## src/rtl/seq_pkg.sv

```systemverilog
package seq_pkg;

  typedef enum logic [1:0] {
    LAUNCH_NONE    = 2'd0,
    LAUNCH_BURST   = 2'd1,
    LAUNCH_OVERRUN = 2'd2
  } launch_e;

  // True when a burst of nbits half-rate pulses that starts at frame cycle
  // lat still ends before frame cycle (period + deadline).
  function automatic bit burst_fits(input int lat, input int nbits,
                                    input int period, input int deadline);
    return (lat + 2 * nbits) <= (period + deadline);
  endfunction

endpackage

```

## src/rtl/seq_rst_sync.sv

```systemverilog
module seq_rst_sync (
  input  logic clk,
  input  logic arst_n,
  output logic rst_n_o
);

  logic [1:0] sync_q;

  always_ff @(posedge clk or negedge arst_n) begin
    if (!arst_n) sync_q <= 2'b00;
    else         sync_q <= {sync_q[0], 1'b1};
  end

  assign rst_n_o = sync_q[1];

endmodule

```

## src/rtl/seq_conv_timer.sv

```systemverilog
module seq_conv_timer #(
  parameter int PULSE_W       = 2,
  parameter int CONV_PERIOD   = 40,
  parameter int FIRST_BIT_LAT = 10
) (
  input  logic clk,
  input  logic rst_n,
  input  logic req_i,
  input  logic mode_i,
  output logic cnv_o,
  output logic launch_o,
  output logic mode_o
);

  localparam int CW = $clog2(CONV_PERIOD + 1);
  localparam logic [CW-1:0] LAST_CNT   = CW'(CONV_PERIOD - 1);
  localparam logic [CW-1:0] LAUNCH_CNT = CW'(FIRST_BIT_LAT - 1);
  localparam logic [CW-1:0] PW         = CW'(PULSE_W);

  logic          busy_q, busy_d;
  logic [CW-1:0] cnt_q, cnt_d;
  logic          cnv_q, cnv_d;
  logic          mode_q, mode_d;
  logic          accept;
  logic          cnt_en;
  logic          mode_en;

  // A request is taken when idle, or on the last cycle of a running period
  // so that a held request repeats with an exact period.
  assign accept  = req_i && (!busy_q || (cnt_q == LAST_CNT));
  assign cnt_en  = accept || busy_q;
  assign mode_en = accept;

  always_comb begin
    busy_d = busy_q;
    cnt_d  = cnt_q;
    cnv_d  = 1'b0;
    mode_d = mode_q;
    if (accept) begin
      busy_d = 1'b1;
      cnt_d  = '0;
      cnv_d  = 1'b1;
      mode_d = mode_i;
    end else if (busy_q) begin
      cnt_d = cnt_q + 1'b1;
      cnv_d = (cnt_q + 1'b1) < PW;
      if (cnt_q == LAST_CNT) busy_d = 1'b0;
    end
  end

  always_ff @(posedge clk or negedge rst_n) begin
    if (!rst_n) begin
      busy_q <= 1'b0;
      cnt_q  <= '0;
      cnv_q  <= 1'b0;
      mode_q <= 1'b0;
    end else begin
      busy_q <= busy_d;
      cnv_q  <= cnv_d;
      if (cnt_en)  cnt_q  <= cnt_d;
      if (mode_en) mode_q <= mode_d;
    end
  end

  assign cnv_o    = cnv_q;
  assign launch_o = busy_q && (cnt_q == LAUNCH_CNT);
  assign mode_o   = mode_q;

endmodule

```

## src/rtl/seq_burst_gen.sv

```systemverilog
module seq_burst_gen
  import seq_pkg::*;
#(
  parameter int NBITS_STD = 18,
  parameter int NBITS_LEG = 19,
  parameter bit FIT_STD   = 1'b1,
  parameter bit FIT_LEG   = 1'b1
) (
  input  logic clk,
  input  logic rst_n,
  input  logic launch_i,
  input  logic legacy_i,
  output logic sclk_o,
  output logic rx_start_o,
  output logic overrun_o
);

  localparam int NMAX = (NBITS_LEG > NBITS_STD) ? NBITS_LEG : NBITS_STD;
  localparam int HW   = $clog2(2 * NMAX);
  localparam logic [HW-1:0] LIM_STD = HW'(2 * NBITS_STD - 1);
  localparam logic [HW-1:0] LIM_LEG = HW'(2 * NBITS_LEG - 1);

  logic          active_q, active_d;
  logic [HW-1:0] half_q, half_d;
  logic [HW-1:0] lim_q, lim_d;
  logic          sclk_q, sclk_d;
  logic          rx_q, rx_d;
  logic          ov_q, ov_d;
  logic          half_en;
  launch_e       outcome;

  always_comb begin
    outcome = LAUNCH_NONE;
    if (launch_i && !active_q) begin
      if (legacy_i ? FIT_LEG : FIT_STD) outcome = LAUNCH_BURST;
      else                              outcome = LAUNCH_OVERRUN;
    end
  end

  assign half_en = active_q || (outcome == LAUNCH_BURST);

  always_comb begin
    active_d = active_q;
    half_d   = half_q;
    lim_d    = lim_q;
    sclk_d   = 1'b0;
    rx_d     = 1'b0;
    ov_d     = 1'b0;
    case (outcome)
      LAUNCH_BURST: begin
        active_d = 1'b1;
        half_d   = '0;
        lim_d    = legacy_i ? LIM_LEG : LIM_STD;
        sclk_d   = 1'b1;
        rx_d     = 1'b1;
      end
      LAUNCH_OVERRUN: ov_d = 1'b1;
      default: begin
        if (active_q) begin
          if (half_q == lim_q) begin
            active_d = 1'b0;
          end else begin
            half_d = half_q + 1'b1;
            // even half index is the high phase
            sclk_d = half_q[0];
          end
        end
      end
    endcase
  end

  always_ff @(posedge clk or negedge rst_n) begin
    if (!rst_n) begin
      active_q <= 1'b0;
      half_q   <= '0;
      lim_q    <= '0;
      sclk_q   <= 1'b0;
      rx_q     <= 1'b0;
      ov_q     <= 1'b0;
    end else begin
      active_q <= active_d;
      sclk_q   <= sclk_d;
      rx_q     <= rx_d;
      ov_q     <= ov_d;
      if (half_en) begin
        half_q <= half_d;
        lim_q  <= lim_d;
      end
    end
  end

  assign sclk_o     = sclk_q;
  assign rx_start_o = rx_q;
  assign overrun_o  = ov_q;

endmodule

```

## src/rtl/cnv_burst_seq.sv

```systemverilog
module cnv_burst_seq
  import seq_pkg::*;
#(
  parameter int PULSE_W       = 2,
  parameter int FIRST_BIT_LAT = 10,
  parameter int CONV_PERIOD   = 40,
  parameter int DEADLINE      = 7,
  parameter int FRAME_BITS    = 18,
  parameter int LEGACY_EXTRA  = 1
) (
  input  logic clk,
  input  logic rst_n,
  input  logic conv_req_i,
  input  logic legacy_i,
  output logic cnv_o,
  output logic sclk_o,
  output logic rx_start_o,
  output logic overrun_o
);

  localparam int NBITS_LEG = FRAME_BITS + LEGACY_EXTRA;
  localparam bit FIT_STD   = burst_fits(FIRST_BIT_LAT, FRAME_BITS, CONV_PERIOD, DEADLINE);
  localparam bit FIT_LEG   = burst_fits(FIRST_BIT_LAT, NBITS_LEG, CONV_PERIOD, DEADLINE);

  generate
    if (PULSE_W < 1 || PULSE_W >= CONV_PERIOD || FIRST_BIT_LAT < 1 ||
        FIRST_BIT_LAT >= CONV_PERIOD || DEADLINE < 0 || DEADLINE > FIRST_BIT_LAT ||
        FRAME_BITS < 1 || LEGACY_EXTRA < 0) begin : g_bad_cfg
      $error("cnv_burst_seq: inconsistent timing parameters");
    end
  endgenerate

  logic rst_n_s;
  logic launch;
  logic mode_latched;

  seq_rst_sync u_rst (
    .clk     (clk),
    .arst_n  (rst_n),
    .rst_n_o (rst_n_s)
  );

  seq_conv_timer #(
    .PULSE_W       (PULSE_W),
    .CONV_PERIOD   (CONV_PERIOD),
    .FIRST_BIT_LAT (FIRST_BIT_LAT)
  ) u_timer (
    .clk      (clk),
    .rst_n    (rst_n_s),
    .req_i    (conv_req_i),
    .mode_i   (legacy_i),
    .cnv_o    (cnv_o),
    .launch_o (launch),
    .mode_o   (mode_latched)
  );

  seq_burst_gen #(
    .NBITS_STD (FRAME_BITS),
    .NBITS_LEG (NBITS_LEG),
    .FIT_STD   (FIT_STD),
    .FIT_LEG   (FIT_LEG)
  ) u_burst (
    .clk        (clk),
    .rst_n      (rst_n_s),
    .launch_i   (launch),
    .legacy_i   (mode_latched),
    .sclk_o     (sclk_o),
    .rx_start_o (rx_start_o),
    .overrun_o  (overrun_o)
  );

endmodule

```

## config.mk

```make
export PLATFORM = sky130hd
export DESIGN_NAME = cnv_burst_seq
export DESIGN_NICKNAME = d
export VERILOG_FILES = /design/src/rtl/seq_pkg.sv /design/src/rtl/seq_rst_sync.sv /design/src/rtl/seq_conv_timer.sv /design/src/rtl/seq_burst_gen.sv /design/src/rtl/cnv_burst_seq.sv
export SDC_FILE = /design/constraint.sdc
export NUM_CORES = 1
export LEC_CHECK = 0
export CORE_MARGIN = 2
export CORE_UTILIZATION = 61
export CTS_CLUSTER_DIAMETER = 100
export DETAILED_ROUTE_END_ITERATION = 10
export GPL_TIMING_DRIVEN = 0
export PLACE_DENSITY = 0.87
export SLEW_MARGIN = 30
export SYNTH_ARGS = -nofsm -noshare
export SYNTH_HDL_FRONTEND = slang
export SYNTH_SLANG_ARGS = --single-unit
```

## constraint.sdc

```tcl
create_clock -name clk -period 1.5 [get_ports clk]
set_input_delay 0.15 -clock clk [delete_from_list [all_inputs] [get_ports clk]]
set_output_delay 0.15 -clock clk [all_outputs]
set_load 0.1 [all_outputs]
```

Yosys cells after proc, flatten, opt, wreduce, memory -nomap -nowiden

Index checks and enable logic that the tools add are counted.

Flip-flop bits (word level): 27
Input bits: 4
Word-level logic and storage cells: 55

Add/sub/neg operators: 2
Magnitude comparators: 1
Equal/unequal tests: 6
Multiplexer cells: 21
Bitwise gates (word level): 1
Reductions and logical operators: 13

Operators by type and width:

| cell                                                                    | number |
|---|---|
| 6-bit 2-to-1 mux                                                        | 4 |
| 6-bit by 1-bit adder with 6-bit output, second input constant           | 2 |
| 6-bit case mux with 2 select lines                                      | 1 |
| 1-bit 2-to-1 mux                                                        | 11 |
| 6-bit by 4-bit == test with 1-bit output, second input constant         | 1 |
| 6-bit == test                                                           | 1 |
| 6-bit == test, second input constant                                    | 1 |
| 6-bit by 2-bit < comparator with 1-bit output, second input constant    | 1 |
| 2-bit 2-to-1 mux                                                        | 2 |
| 1-bit case mux with 2 select lines                                      | 2 |
| 2-bit AND reduction                                                     | 2 |
| 4-bit AND reduction                                                     | 1 |
| 2-bit nonzero test                                                      | 2 |
| 1-bit logical AND                                                       | 3 |
| 1-bit logical OR                                                        | 3 |
| 3-bit 2-to-1 mux                                                        | 1 |
| 2-bit by 1-bit == test with 1-bit output, second input constant         | 1 |
| 2-bit == test, second input constant                                    | 1 |
| 1-bit zero test                                                         | 2 |
| 2-bit by 1-bit inequality test with 1-bit output, second input constant | 1 |
| 1-bit inverter                                                          | 1 |

Logic depth before layout (Yosys ltp)

Gate-level depths: netlist of the first run.

Word-level depth: 7
Mapped depth: 6

By module

A second synthesis of the first run with hierarchy kept.

Cell total of the unflattened synthesis: 105
Area total of the unflattened synthesis: 1197.4 um^2

Modules (own cells, without submodules):

| module         | times used | cells each | area each (um^2) | sequential area each (um^2) |
|---|---|---|---|---|
| seq_burst_gen  | 1          | 49         | 585.6            | 325.3 |
| seq_conv_timer | 1          | 53         | 558.0            | 225.2 |
| seq_rst_sync   | 1          | 3          | 53.8             | 50.0 |

Worst setup path after synthesis of the first run

Ideal clock, no wire load.

Path kind: register to register
From: reg u_timer.cnt_q[0]
To: reg u_timer.mode_q, in the netlist u_timer.mode_o
Setup time: 0.125 ns
Arrival time: 1.561 ns
Required time: 1.375 ns
Setup slack: -0.186 ns
Cell stages (with the launch flop): 6
Buffers on the path: 0
Period minus slack after synthesis: 1.686 ns
Path through: dfrtp_1 ha_1 nand2_1 o41ai_2 and2_1 mux2_2

Word-level cells in the longest chain between the ends: 3

Ends and longest elaborated chain:

| item                     | line                 | text |
|---|---|---|
| start: declaration       | seq_conv_timer.sv:21 | `logic [CW-1:0] cnt_q, cnt_d;` |
| start signal: assignment | seq_conv_timer.sv:60 | `if (cnt_en) cnt_q <= cnt_d;` |
| 6-bit == test            | seq_conv_timer.sv:30 | `assign accept = req_i && (!busy_q \|\| (cnt_q == LAST_CNT));` |
| 1-bit logical OR         | seq_conv_timer.sv:30 |  |
| 1-bit logical AND        | seq_conv_timer.sv:30 |  |
| end signal: assignment   | seq_conv_timer.sv:61 | `if (mode_en) mode_q <= mode_d;` |
| end: declaration         | seq_conv_timer.sv:23 | `logic mode_q, mode_d;` |

No other way between the ends.
A chain may end at the register's enable or synchronous reset.

Worst setup path in the final report of the first run

From: reg u_burst.lim_q[0]
To: reg u_burst.sclk_q, in the netlist u_burst.sclk_o

Word-level cells in the longest chain between the ends: 4

Ends and longest elaborated chain:

| item                               | line                | text |
|---|---|---|
| start: declaration                 | seq_burst_gen.sv:25 | `logic [HW-1:0] lim_q, lim_d;` |
| start signal: assignment           | seq_burst_gen.sv:87 | `lim_q <= lim_d;` |
| 6-bit == test                      | seq_burst_gen.sv:60 | `if (half_q == lim_q) begin` |
| 1-bit 2-to-1 mux                   | seq_burst_gen.sv:60 |  |
| 1-bit 2-to-1 mux                   | seq_burst_gen.sv:59 | `if (active_q) begin` |
| 1-bit case mux with 2 select lines | seq_burst_gen.sv:49 | `case (outcome)` |
| net u_burst.sclk_d                 | seq_burst_gen.sv:26 | `logic sclk_q, sclk_d;` |
| end signal: assignment             | seq_burst_gen.sv:82 | `sclk_q <= sclk_d;` |
| end: declaration                   | seq_burst_gen.sv:26 |  |

The timed path passes the listed nets, and every way through them passes these cells.

==> results of run 1 <==
state kept, by name (all words and copies together), names as in the netlist, 2 cells and up:
signal,cells
u_burst.half_q,6
u_burst.lim_q,3
u_rst.sync_q,2
u_timer.cnt_q,6
worst min path at each step:
stage	end	from	depth (start not counted)	slack (ps)
after floorplan	u_rst.sync_q[0]	rst_n	0	-150
after global placement	u_rst.sync_q[0]	rst_n	1	320
after detailed placement	u_rst.sync_q[0]	rst_n	1	330
after CTS	u_rst.sync_q[1]	u_rst.sync_q[0]	0	380
after global routing	u_rst.sync_q[1]	u_rst.sync_q[0]	0	380
final	u_burst.lim_q[2]	u_rst.sync_q[1]	0	360
power by group through the flow:
stage,combinational [mW],sequential (mW),clock (mW)
2_1_floorplan,0.583,1.01,0
4_1_cts,1.10,0.893,0.477
3_3_place_gp,0.815,0.901,0
6_report,1.32,0.913,0.462
3_5_place_dp,0.846,0.913,0
5_1_grt,1.41,0.923,0.495
layout make-up:
cell class	instances	area [um^2]	share of cell area
sequential	24	605.6	0.3838
multi-input combinational	81	605.6	0.3838
timing repair buffer	25	231.5	0.1467
tap	25	31.28	0.01983
clock inverter	1	30.03	0.01903
buffer	4	30.03	0.01903
clock buffer	3	22.52	0.01427
inverter	5	21.27	0.01348
metal layers:
| layer | global-route usage | wire, um |
|---|---|---|
| met3 | 0.03774 | 307 |
| met4 | 0.1297 | 174 |
| met2 | 0.4827 | 1503 |
| met5 | 0 | 0 |
| met1 | 0.4179 | 1165 |
cell families (layout without fill, tap and decap cells):
logic type,after synthesis,in the layout,synth area share
simple gates,46,46,0.1983
flops,24,24,0.5117
compound gates,16,16,0.1045
xor+xnor,10,10,0.07462
buf+inv,9,38,0.03198
mux,5,5,0.04371
fa+ha+maj,3,3,0.03199
other cells,1,1,0.003195
repair_timing:
action,4_1_cts,5_1_grt
gates cloned,0,0
gates resized for setup,27,14
hold buffers,1,0
setup buffers,13,4
endpoints found under the setup margin,19,17
pin swaps,9,10
endpoints found under the hold margin,2,0
layout by cell type (no fill, tap or decap), drive strengths merged, types with 2 or more instances in the layout:
cell type and n:
xnor2 5, dfrtp 24, buf 20, clkbuf 4
xor2 5, clkdlybuf4s15 4, nand2 15, o21ai 6
clkdlybuf4s50 3, nand3 3, and2 2, nand4 3
inv 5, ha 3, a31oi 3, nor2 8
mux2i 4, nand2b 6, nor3 4
worst reg2reg max path: stages (launching register included):
cell and delay, ps:
dfrtp_1 420, or3_1 370, a2111o_1 440, buf_6 150, o211ai_1 170, nand2_1 80
==> results.md, run 1 <==
* Synth Instances at 114
* Critical path launch point type: flop
* Violated checks: setup timing
* Seq cells post-synth at 24
* Post-DP Area at 1291 um^2
* ANT nets after route at 0
* Max Transition Viols Final at 0
* Ys flop type: dfrtp_1
* Row Count at 15
* Synth Cell Area at 1174 um^2
* Clock root buffer: clkbuf_4
* Most numerous cell in the Yosys netlist: dfrtp_1
* 1st-iter DRT viols at 73
* Async set-reset flop share out of synthesis at 1.000
* Clk slew on worst S/H paths at 130 ps
* DP HPWL at 1.444 mm
* First-pass GRT wire length at 4.671 mm
* Die Width at 47.87 um
* Fin crit share at 1.153
* Synth Net Count at 121
* Buf/Inv on CP at 1
* Worst hold path type: reg2async
* Per-cell routed wire length at 18.76 um
* Post-Route WL at 3.151 mm
* Worst R2R Setup Slack at -230 ps
* Avg Inst Size Synth at 10.29 um^2
* Crit path max-delay family: compound AO/OA/AOI/OAI gates
* CP Max Fanout at 2
* Unique masters post-synth at 32
* EDFF count, synth at 0
* Routability cong. at 0.8154
* I/O Buffers at 7
* Vias in the first global route at 964
* Minimum clock period at 1730 ps
* Worst Path Required at 1710 ps
* Initial core utilization at 0.6652
* Critical path depth at 5
* Total power at 2.692 mW
* Clock Tree Buf Depth at 2
* Iteration count of the initial detailed-routing pass at 5
* Final setup margin at -230.2 ps
* DR vias at 1060
* Layout cells sized above 1 at 0.3217
* Pre-CTS setup slack at -285.7 ps
* Die Y-Extent at 47.87 um
* RR Startpoint: u_burst.lim_q[0]
* NetSw at 1.065 mW
* IO Pins at 8
* Htree depth at 1
* Warning count from the yosys run at 0
* Fin util at 0.8943
* RSZ-0062 raised after global routing: true
* Dpl cells at 146
* Filler cell count at 78
* Worst r2r path cells at 5
* Number of diodes at 0
* Overflow after GRT at 0
* Clock power share at 0.171
* Pin count of the biggest net entering global routing at 23
* Clock Latency Late Sink at 310 ps
* Slowest stage cell on the critical path: a2111o_1
* WP data arrival at 1940 ps
* Sequential Power Share at 0.339
* GRT Util Overall at 0.3034
* Critical Path Start: u_burst.lim_q[0]
* Nets@finish at 151
* Post-Layout Cell Count at 168
* Core area at 1764 um^2
* Ranking of synthesized cells by instance count: 24 x dfrtp_1, 15 x nand2_1, 8 x nor2_1
* Comb power frac at 0.490
* Cell taking the most area after synthesis: dfrtp_1
* P&R area growth vs syn at 34.43%
* Post-synthesis sequential area ratio at 0.5117
* CTS tree: done
* WHS at 365.0 ps
* # setup viols final at 13
* Final Hold Fails at 0
* Crit path to: u_burst.sclk_o
* Worst slew margin at 0.4266
* Final instance area at 1578 um^2
* Power per cell area at 1706 nW/um^2
* Top post-synthesis cells by area: dfrtp_1 51%, nand2_1 4.8%, xnor2_1 3.7%, xor2_1 3.7%, mux2i_1 3.4%
* CP Cell Sequence: or3_1 -> a2111o_1 -> buf_6 -> o211ai_1 -> nand2_1
* CTS Buf Count at 3
* F_max at 0.5780 GHz
* Leakage at 0.7559 nW
* Die area at 2291 um^2
* Vias per cell at 6.310
* Max IR drop VDD at 1.824 mV
* CP max stage delay at 440 ps
* Setup CP Type: reg2reg
* Yosys top cell area share at 0.5117
* Switch share at 0.3956
* Status: finished with violations
* DRC Markers at 0
* Tightest Pin Transition at 860.1 ps
* Clock sink count at 24
* Setup TNS Final at -1753 ps
* Max-cap viol count at 0
* R2R Path End: u_burst.sclk_o
* Initial antenna violation count at 0
* Int Pwr at 1.627 mW
* Crit. End Element: flop
* Layout Skew at 3.269 ps
Power figures use the tool's default switching activity.
==> run 2: changes to the inputs <==
Settings changed: CORE_UTILIZATION 61 to 26, PLACE_DENSITY 0.87 to 0.47.
==> run 2 against run 1 <==
  * The run still ends with setup timing left
  * Fmax up 3.6%
  * Combinational power shrank 8%
  * Die area increased by 120%
  * Global-route usage is 20 points lower
  * Core utilization fell by 53 points
  * Register-to-register slack improved by 60 ps
  * Highest routed layer unchanged
==> results.md, run 2 (same netlist as run 1, synthesis figures left out) <==
* Status: finished with violations
* Violated checks: setup timing
* Die area at 5067 um^2 (+120%)
* Max Transition Viols Final at 0 (unchanged)
* Comb power frac at 0.476 (-0.014)
* I/O Buffers at 7 (unchanged)
* CTS tree: done
* Critical path launch point type: flop
* WP data arrival at 1830 ps (-110 ps)
* ANT nets after route at 0 (unchanged)
* Top sig layer: met4
* Die Y-Extent at 71.19 um (+49%)
* Routability cong. at 0.7619 (-6.6%)
* Met3 WL at 50 um (-84%)
* Int Pwr at 1.578 mW (-3.0%)
* Leakage at 0.7490 nW (-0.90%)
* Worst slew margin at 0.6393 (+0.2127)
* Nets@finish at 150 (-0.66%)
* Multi-input gate area at 598.1 um^2 (-1.2%)
* DRC Markers at 0 (unchanged)
* Pin count of the biggest net entering global routing at 23 (unchanged)
* 1st-iter DRT viols at 37 (-49%)
* Die Width at 71.19 um (+49%)
* CTS Buf Count at 3 (unchanged)
* P&R area growth vs syn at 35.50%
* Overflow after GRT at 0 (unchanged)
* Layout Skew at 2.692 ps (-0.5769 ps)
* Minimum clock period at 1671 ps (-59.64 ps)
* Initial core utilization at 0.2695 (-0.3957)
* Clock root buffer: clkbuf_8
* Routed length on met2 at 1.147 mm (-24%)
* Clock power share at 0.174 (+0.003)
* Worst hold path type: in2async
* Final instance area at 1590 um^2 (+0.79%)
* Filler cell count at 422 (+440%)
* Reg area at 604.3 um^2 (-0.21%)
* Setup CP Type: reg2reg
* Worst Path Required at 1660 ps (-50 ps)
* Commonest non-fill, non-tap cells in the layout: 21 x dfrtp_1, 16 x buf_4, 14 x nand2_1, 7 x nor2_1, 6 x nand2b_1
* Post-DP Area at 1325 um^2 (+2.6%)
* WHS at 35.03 ps (-330.0 ps)
* Commonest non-fill, non-tap cell in the layout: dfrtp_1
* Post-Route WL at 2.361 mm (-25%)
* Clock sink count at 24 (unchanged)
* Final setup margin at -170.6 ps (+59.64 ps)
* RSZ-0062 raised after global routing: true
* Row Count at 24 (+9)
* Tightest Pin Transition at 543.5 ps (-316.5 ps)
* CP Max Fanout at 3 (+1)
* Vias in the first global route at 898 (-6.8%)
* Hold Buf Count CTS at 0 (-1)
* Crit. End Element: flop
* Clock Latency Late Sink at 260 ps (-50 ps)
* Power per cell area at 1595 nW/um^2 (-6.5%)
* Layout cells sized above 1 at 0.3099 (-0.01182)
* First-pass GRT wire length at 4.008 mm (-14%)
* Critical Path Start: u_burst.lim_q[0]
* Setup TNS Final at -711.1 ps (+1042 ps)
* Initial antenna violation count at 0 (unchanged)
* Per-cell routed wire length at 12.17 um (-35%)
* RR Startpoint: u_burst.lim_q[0]
* Max IR drop VDD at 0.4175 mV (-77%)
* Clk slew on worst S/H paths at 80 ps (-50 ps)
* DR vias at 891 (-16%)
* # setup viols final at 8 (-5)
* DP HPWL at 1.446 mm (+0.15%)
* Vias per cell at 4.593 (-27%)
* Switch share at 0.3780 (-0.01753)
* Sequential Power Share at 0.349 (+0.010)
* Max-cap viol count at 0 (unchanged)
* Top flop regs: u_burst.half_q: 6 flops, u_timer.cnt_q: 6 flops, u_burst.lim_q: 3 flops
* IO Pins at 8 (unchanged)
* Metal-1 WL at 1.121 mm (-3.8%)
* Core area at 4354 um^2 (+150%)
* Number of diodes at 0 (unchanged)
* Iteration count of the initial detailed-routing pass at 4 (-1)
* GRT Util Overall at 0.09967 (-0.2037)
* Fin crit share at 1.114 (-0.03976)
* Final Hold Fails at 0 (unchanged)
* Clock Tree Buf Depth at 2 (unchanged)
* F_max at 0.5986 GHz (+3.6%)
* Worst r2r path cells at 5 (unchanged)
* Htree depth at 1 (unchanged)
* NetSw at 959.1 uW (-9.9%)
run 2: cell count changes in the layout (fill, tap and decap cells not counted), moves of 2 or more:
| cell | change |
|---|---|
| nor3_2 | -2 |
| clkbuf_8 | +4 |
| buf_4 | +2 |
| nor3_1 | +2 |
| clkbuf_4 | -3 |
| buf_6 | -2 |
run 2: final timing paths:
| check | endpoint | slack, ps |
|---|---|---|
| max | u_burst.half_q[2] | -170 |
| min | u_rst.sync_q[0] | 40 |
| max reg2reg | u_burst.half_q[2] | -170 |
| min reg2reg | u_timer.mode_o | 230 |
| max in group asynchronous | u_burst.half_q[0] | 910 |
| min in group clk | u_rst.sync_q[1] | 360 |
run 2: area by class of cell:
cell class	instances	area share
Buffer	4	0.01888
Clock buffer	4	0.03462
Inverter	5	0.01495
Multi-Input combinational cell	81	0.3761
Sequential cell	24	0.3800
Tap cell	52	0.04091
Timing Repair Buffer	24	0.1345
run 2: worst max-delay path, stage by stage, from the launching register on:
cell	delay, ps
dfrtp_1	400
or3_1	370
a2111o_1	430
buf_4	160
mux2i_1	130
o21ai_1	70
run 2: metal layers:
metal  vias to the layer above  track usage
li1                        445            -
met5                         -            0
met1                       433       0.1347
met3                         2      0.01425
met4                         0      0.05660
met2                        11       0.1523
run 2: what timing repair did:
item / in CTS / in global routing
setup buffers: 13 / 6
resized for setup: 26 / 11
setup endpoints to repair: 19 / 16
cloned: 0 / 0
pin swaps: 10 / 7
run 2: power groups by stage:
stage	combinational, mW	sequential (mW)	clock (mW)
floorplan	0.583	1.01	0
global placement	0.832	0.906	0
detailed placement	0.852	0.912	0
CTS	1.08	0.889	0.458
global route	1.31	0.905	0.478
finish	1.21	0.887	0.442
run 2: stage by stage:
step	power, mW	util	instances	worst slack [ps]
floorplan	1.588	-	114	-137.9
global placement	1.738	0.3043	173	-262.7
detailed placement	1.764	0.3043	173	-297.2
CTS	2.424	0.3491	189	-224.8
global route	2.697	0.3652	194	-262.1
finish	2.537	0.3652	194	-170.6
==> run 3: changes to the inputs <==
Settings changed: PLACE_DENSITY 0.47 to 0.49, REMOVE_ABC_BUFFERS set to 1.
==> run 3 against run 2 <==
  * Register-to-register slack got worse by 50 ps
  * Hold slack got worse by 5.1 ps
  * First-iteration DRC count grew 11%
  * Non-clock buffer count fell by 7
  * Highest routed layer unchanged
  * The run still ends with setup timing left
  * Largest power group unchanged
  * Critical path depth decreased by 1
==> results.md, run 3 (same netlist as run 1, synthesis figures left out) <==
* Core area at 4354 um^2 (unchanged)
* Layout Skew at 9.093 ps (+6.400 ps)
* Overflow after GRT at 0 (unchanged)
* Dpl cells at 169 (-2.3%)
* Fin crit share at 1.150 (+0.03656)
* Fin util at 0.3647 (-0.0005750)
* DRC Markers at 0 (unchanged)
* WP data arrival at 1910 ps (+80 ps)
* Iteration count of the initial detailed-routing pass at 4 (unchanged)
* Layout cells sized above 1 at 0.3259 (+0.01607)
* R2R Path End: u_burst.half_q[1]
* Vias per cell at 4.749 (+3.4%)
* DP HPWL at 1.458 mm (+0.81%)
* Commonest non-fill, non-tap cell in the layout: dfrtp_1
* Power per cell area at 1562 nW/um^2 (-2.1%)
* Initial core utilization at 0.2695 (unchanged)
* Vias in the first global route at 920 (+2.4%)
* Worst R2R Setup Slack at -230 ps (-50 ps)
* Number of diodes at 0 (unchanged)
* Switch share at 0.3768 (-0.001249)
* Critical path launch point type: flop
* Clock power share at 0.179 (+0.005)
* Post-Layout Cell Count at 187 (-3.6%)
* Pin count of the biggest net entering global routing at 23 (unchanged)
* Clock root buffer: clkbuf_8
* Commonest non-fill, non-tap cells in the layout: 18 x dfrtp_1, 14 x nand2_1, 9 x buf_4, 7 x nor2_1, 6 x dfrtp_2
* Clock Latency Late Sink at 270 ps (about the same)
* Clock Tree Buf Depth at 2 (unchanged)
* # setup viols final at 8 (unchanged)
* Top flop regs: u_burst.half_q: 6 flops, u_timer.cnt_q: 6 flops, u_burst.lim_q: 3 flops
* Final Hold Fails at 0 (unchanged)
* First-pass GRT wire length at 4.043 mm (+0.87%)
* P&R area growth vs syn at 35.29%
* CP Max Fanout at 3 (unchanged)
* Hold Buf Count CTS at 0 (unchanged)
* Max Transition Viols Final at 0 (unchanged)
* I/O Buffers at 7 (unchanged)
* Leakage at 0.7193 nW (-4.0%)
* Die Y-Extent at 71.19 um (unchanged)
* Worst slew margin at 0.6382 (-0.001185)
* RSZ-0062 raised after global routing: true
* IO Pins at 8 (unchanged)
* DR vias at 888 (-0.34%)
* Status: finished with violations
* Max-cap viol count at 0 (unchanged)
* CTS tree: done
* 1st-iter DRT viols at 41 (+11%)
* Comb power frac at 0.411 (-0.065)
* Die area at 5067 um^2 (unchanged)
* Post-Route WL at 2.333 mm (-1.2%)
* Sequential Power Share at 0.409 (+0.060)
* Worst hold path type: in2async
* Final setup margin at -225.4 ps (-54.83 ps)
* Initial antenna violation count at 0 (unchanged)
* Die Width at 71.19 um (unchanged)
* Row Count at 24 (unchanged)
* Tightest Pin Transition at 545.3 ps (+1.785 ps)
* Htree depth at 1 (unchanged)
* Worst Path Required at 1690 ps (+30 ps)
* Max IR drop VDD at 0.9423 mV (+130%)
* Per-cell routed wire length at 12.48 um (+2.5%)
* Clock sink count at 24 (unchanged)
* Routability cong. at 0.7874 (+3.3%)
* Nets@finish at 143 (-4.7%)
* RR Startpoint: u_burst.half_q[0]
* Minimum clock period at 1725 ps (+54.83 ps)
* F_max at 0.5796 GHz (-3.2%)
* GRT Util Overall at 0.1009 (+0.001189)
* Clk slew on worst S/H paths at 90 ps (about the same)
* Setup CP Type: reg2reg
* NetSw at 934.2 uW (-2.6%)
* Violated checks: setup timing
* Worst r2r path cells at 4 (-1)
* CTS Buf Count at 3 (unchanged)
* Crit. End Element: flop
* Int Pwr at 1.545 mW (-2.1%)
* ANT nets after route at 0 (unchanged)
[run 3: changes by cell type in the layout (fill, tap and decap cells not counted), sizes merged]
cell,change
buf,-6
inv,-1
clkinv,+1
clkbuf,-1
[run 3: timing repair]
action / 4_1_cts / 5_1_grt
pin swaps: 3 / 5
endpoints found under the setup margin: 20 / 18
gates resized for setup: 27 / 19
buffers inserted: 8 / 7
[run 3: final cells by class]
type,count,area [um^2]
Inverter,5,33.78
Clock buffer,4,55.05
Fill cell,423,2766
Tap cell,52,65.06
Sequential cell,24,608.1
Timing Repair Buffer,21,207.7
Multi-Input combinational cell,81,618.1
[run 3: power groups by stage]
stage	sequential (mW)	combinational, mW	clock [mW]
after floorplan	1.09	0.442	0
after global placement	1.01	0.667	0
after detailed placement	1.02	0.670	0
after CTS	1.01	0.853	0.463
after global routing	1.04	1.13	0.489
final	1.01	1.02	0.445
[run 3: how the worst max path moves through the flow]
stage | endpoint | cells after the start | slack, ps | start
final | u_burst.half_q[1] | 4 | -230 | u_burst.half_q[0]
after global routing | u_burst.half_q[1] | 4 | -290 | u_burst.half_q[0]
after CTS | u_burst.half_q[1] | 4 | -240 | u_burst.half_q[0]
after detailed placement | u_timer.mode_o | 5 | -430 | u_timer.cnt_q[0]
after global placement | u_timer.mode_o | 5 | -420 | u_timer.cnt_q[0]
after floorplan | u_timer.mode_o | 5 | -190 | u_timer.cnt_q[0]
[run 3: metrics by stage]
stage               instance area (um^2)  setup TNS, ps  hold slack [ps]  power [mW]  setup WS [ps]
floorplan                           1155         -669.8           -145.6       1.528         -191.8
global placement                    1290          -2549            324.7       1.678         -415.4
detailed placement                  1290          -2888            325.6       1.688         -433.8
CTS                                 1468          -1039            27.28       2.321         -238.7
global route                        1588          -1558            19.14       2.665         -291.1
finish                              1588         -934.9            29.91       2.479         -225.4
[run 3: critical path: stages (launching register included)]
cell and delay, ps:
dfrtp_2 420, or3_4 380, a2111o_1 440, o21ai_4 190, mux2i_1 210
[run 3: metal layers]
layer	track usage	vias up	routed length [um]
met1	0.1224	442	1059
met4	0.01887	0	12
met2	0.1749	13	1188
met5	0	-	0
met3	0.03419	2	72
li1	-	431	-
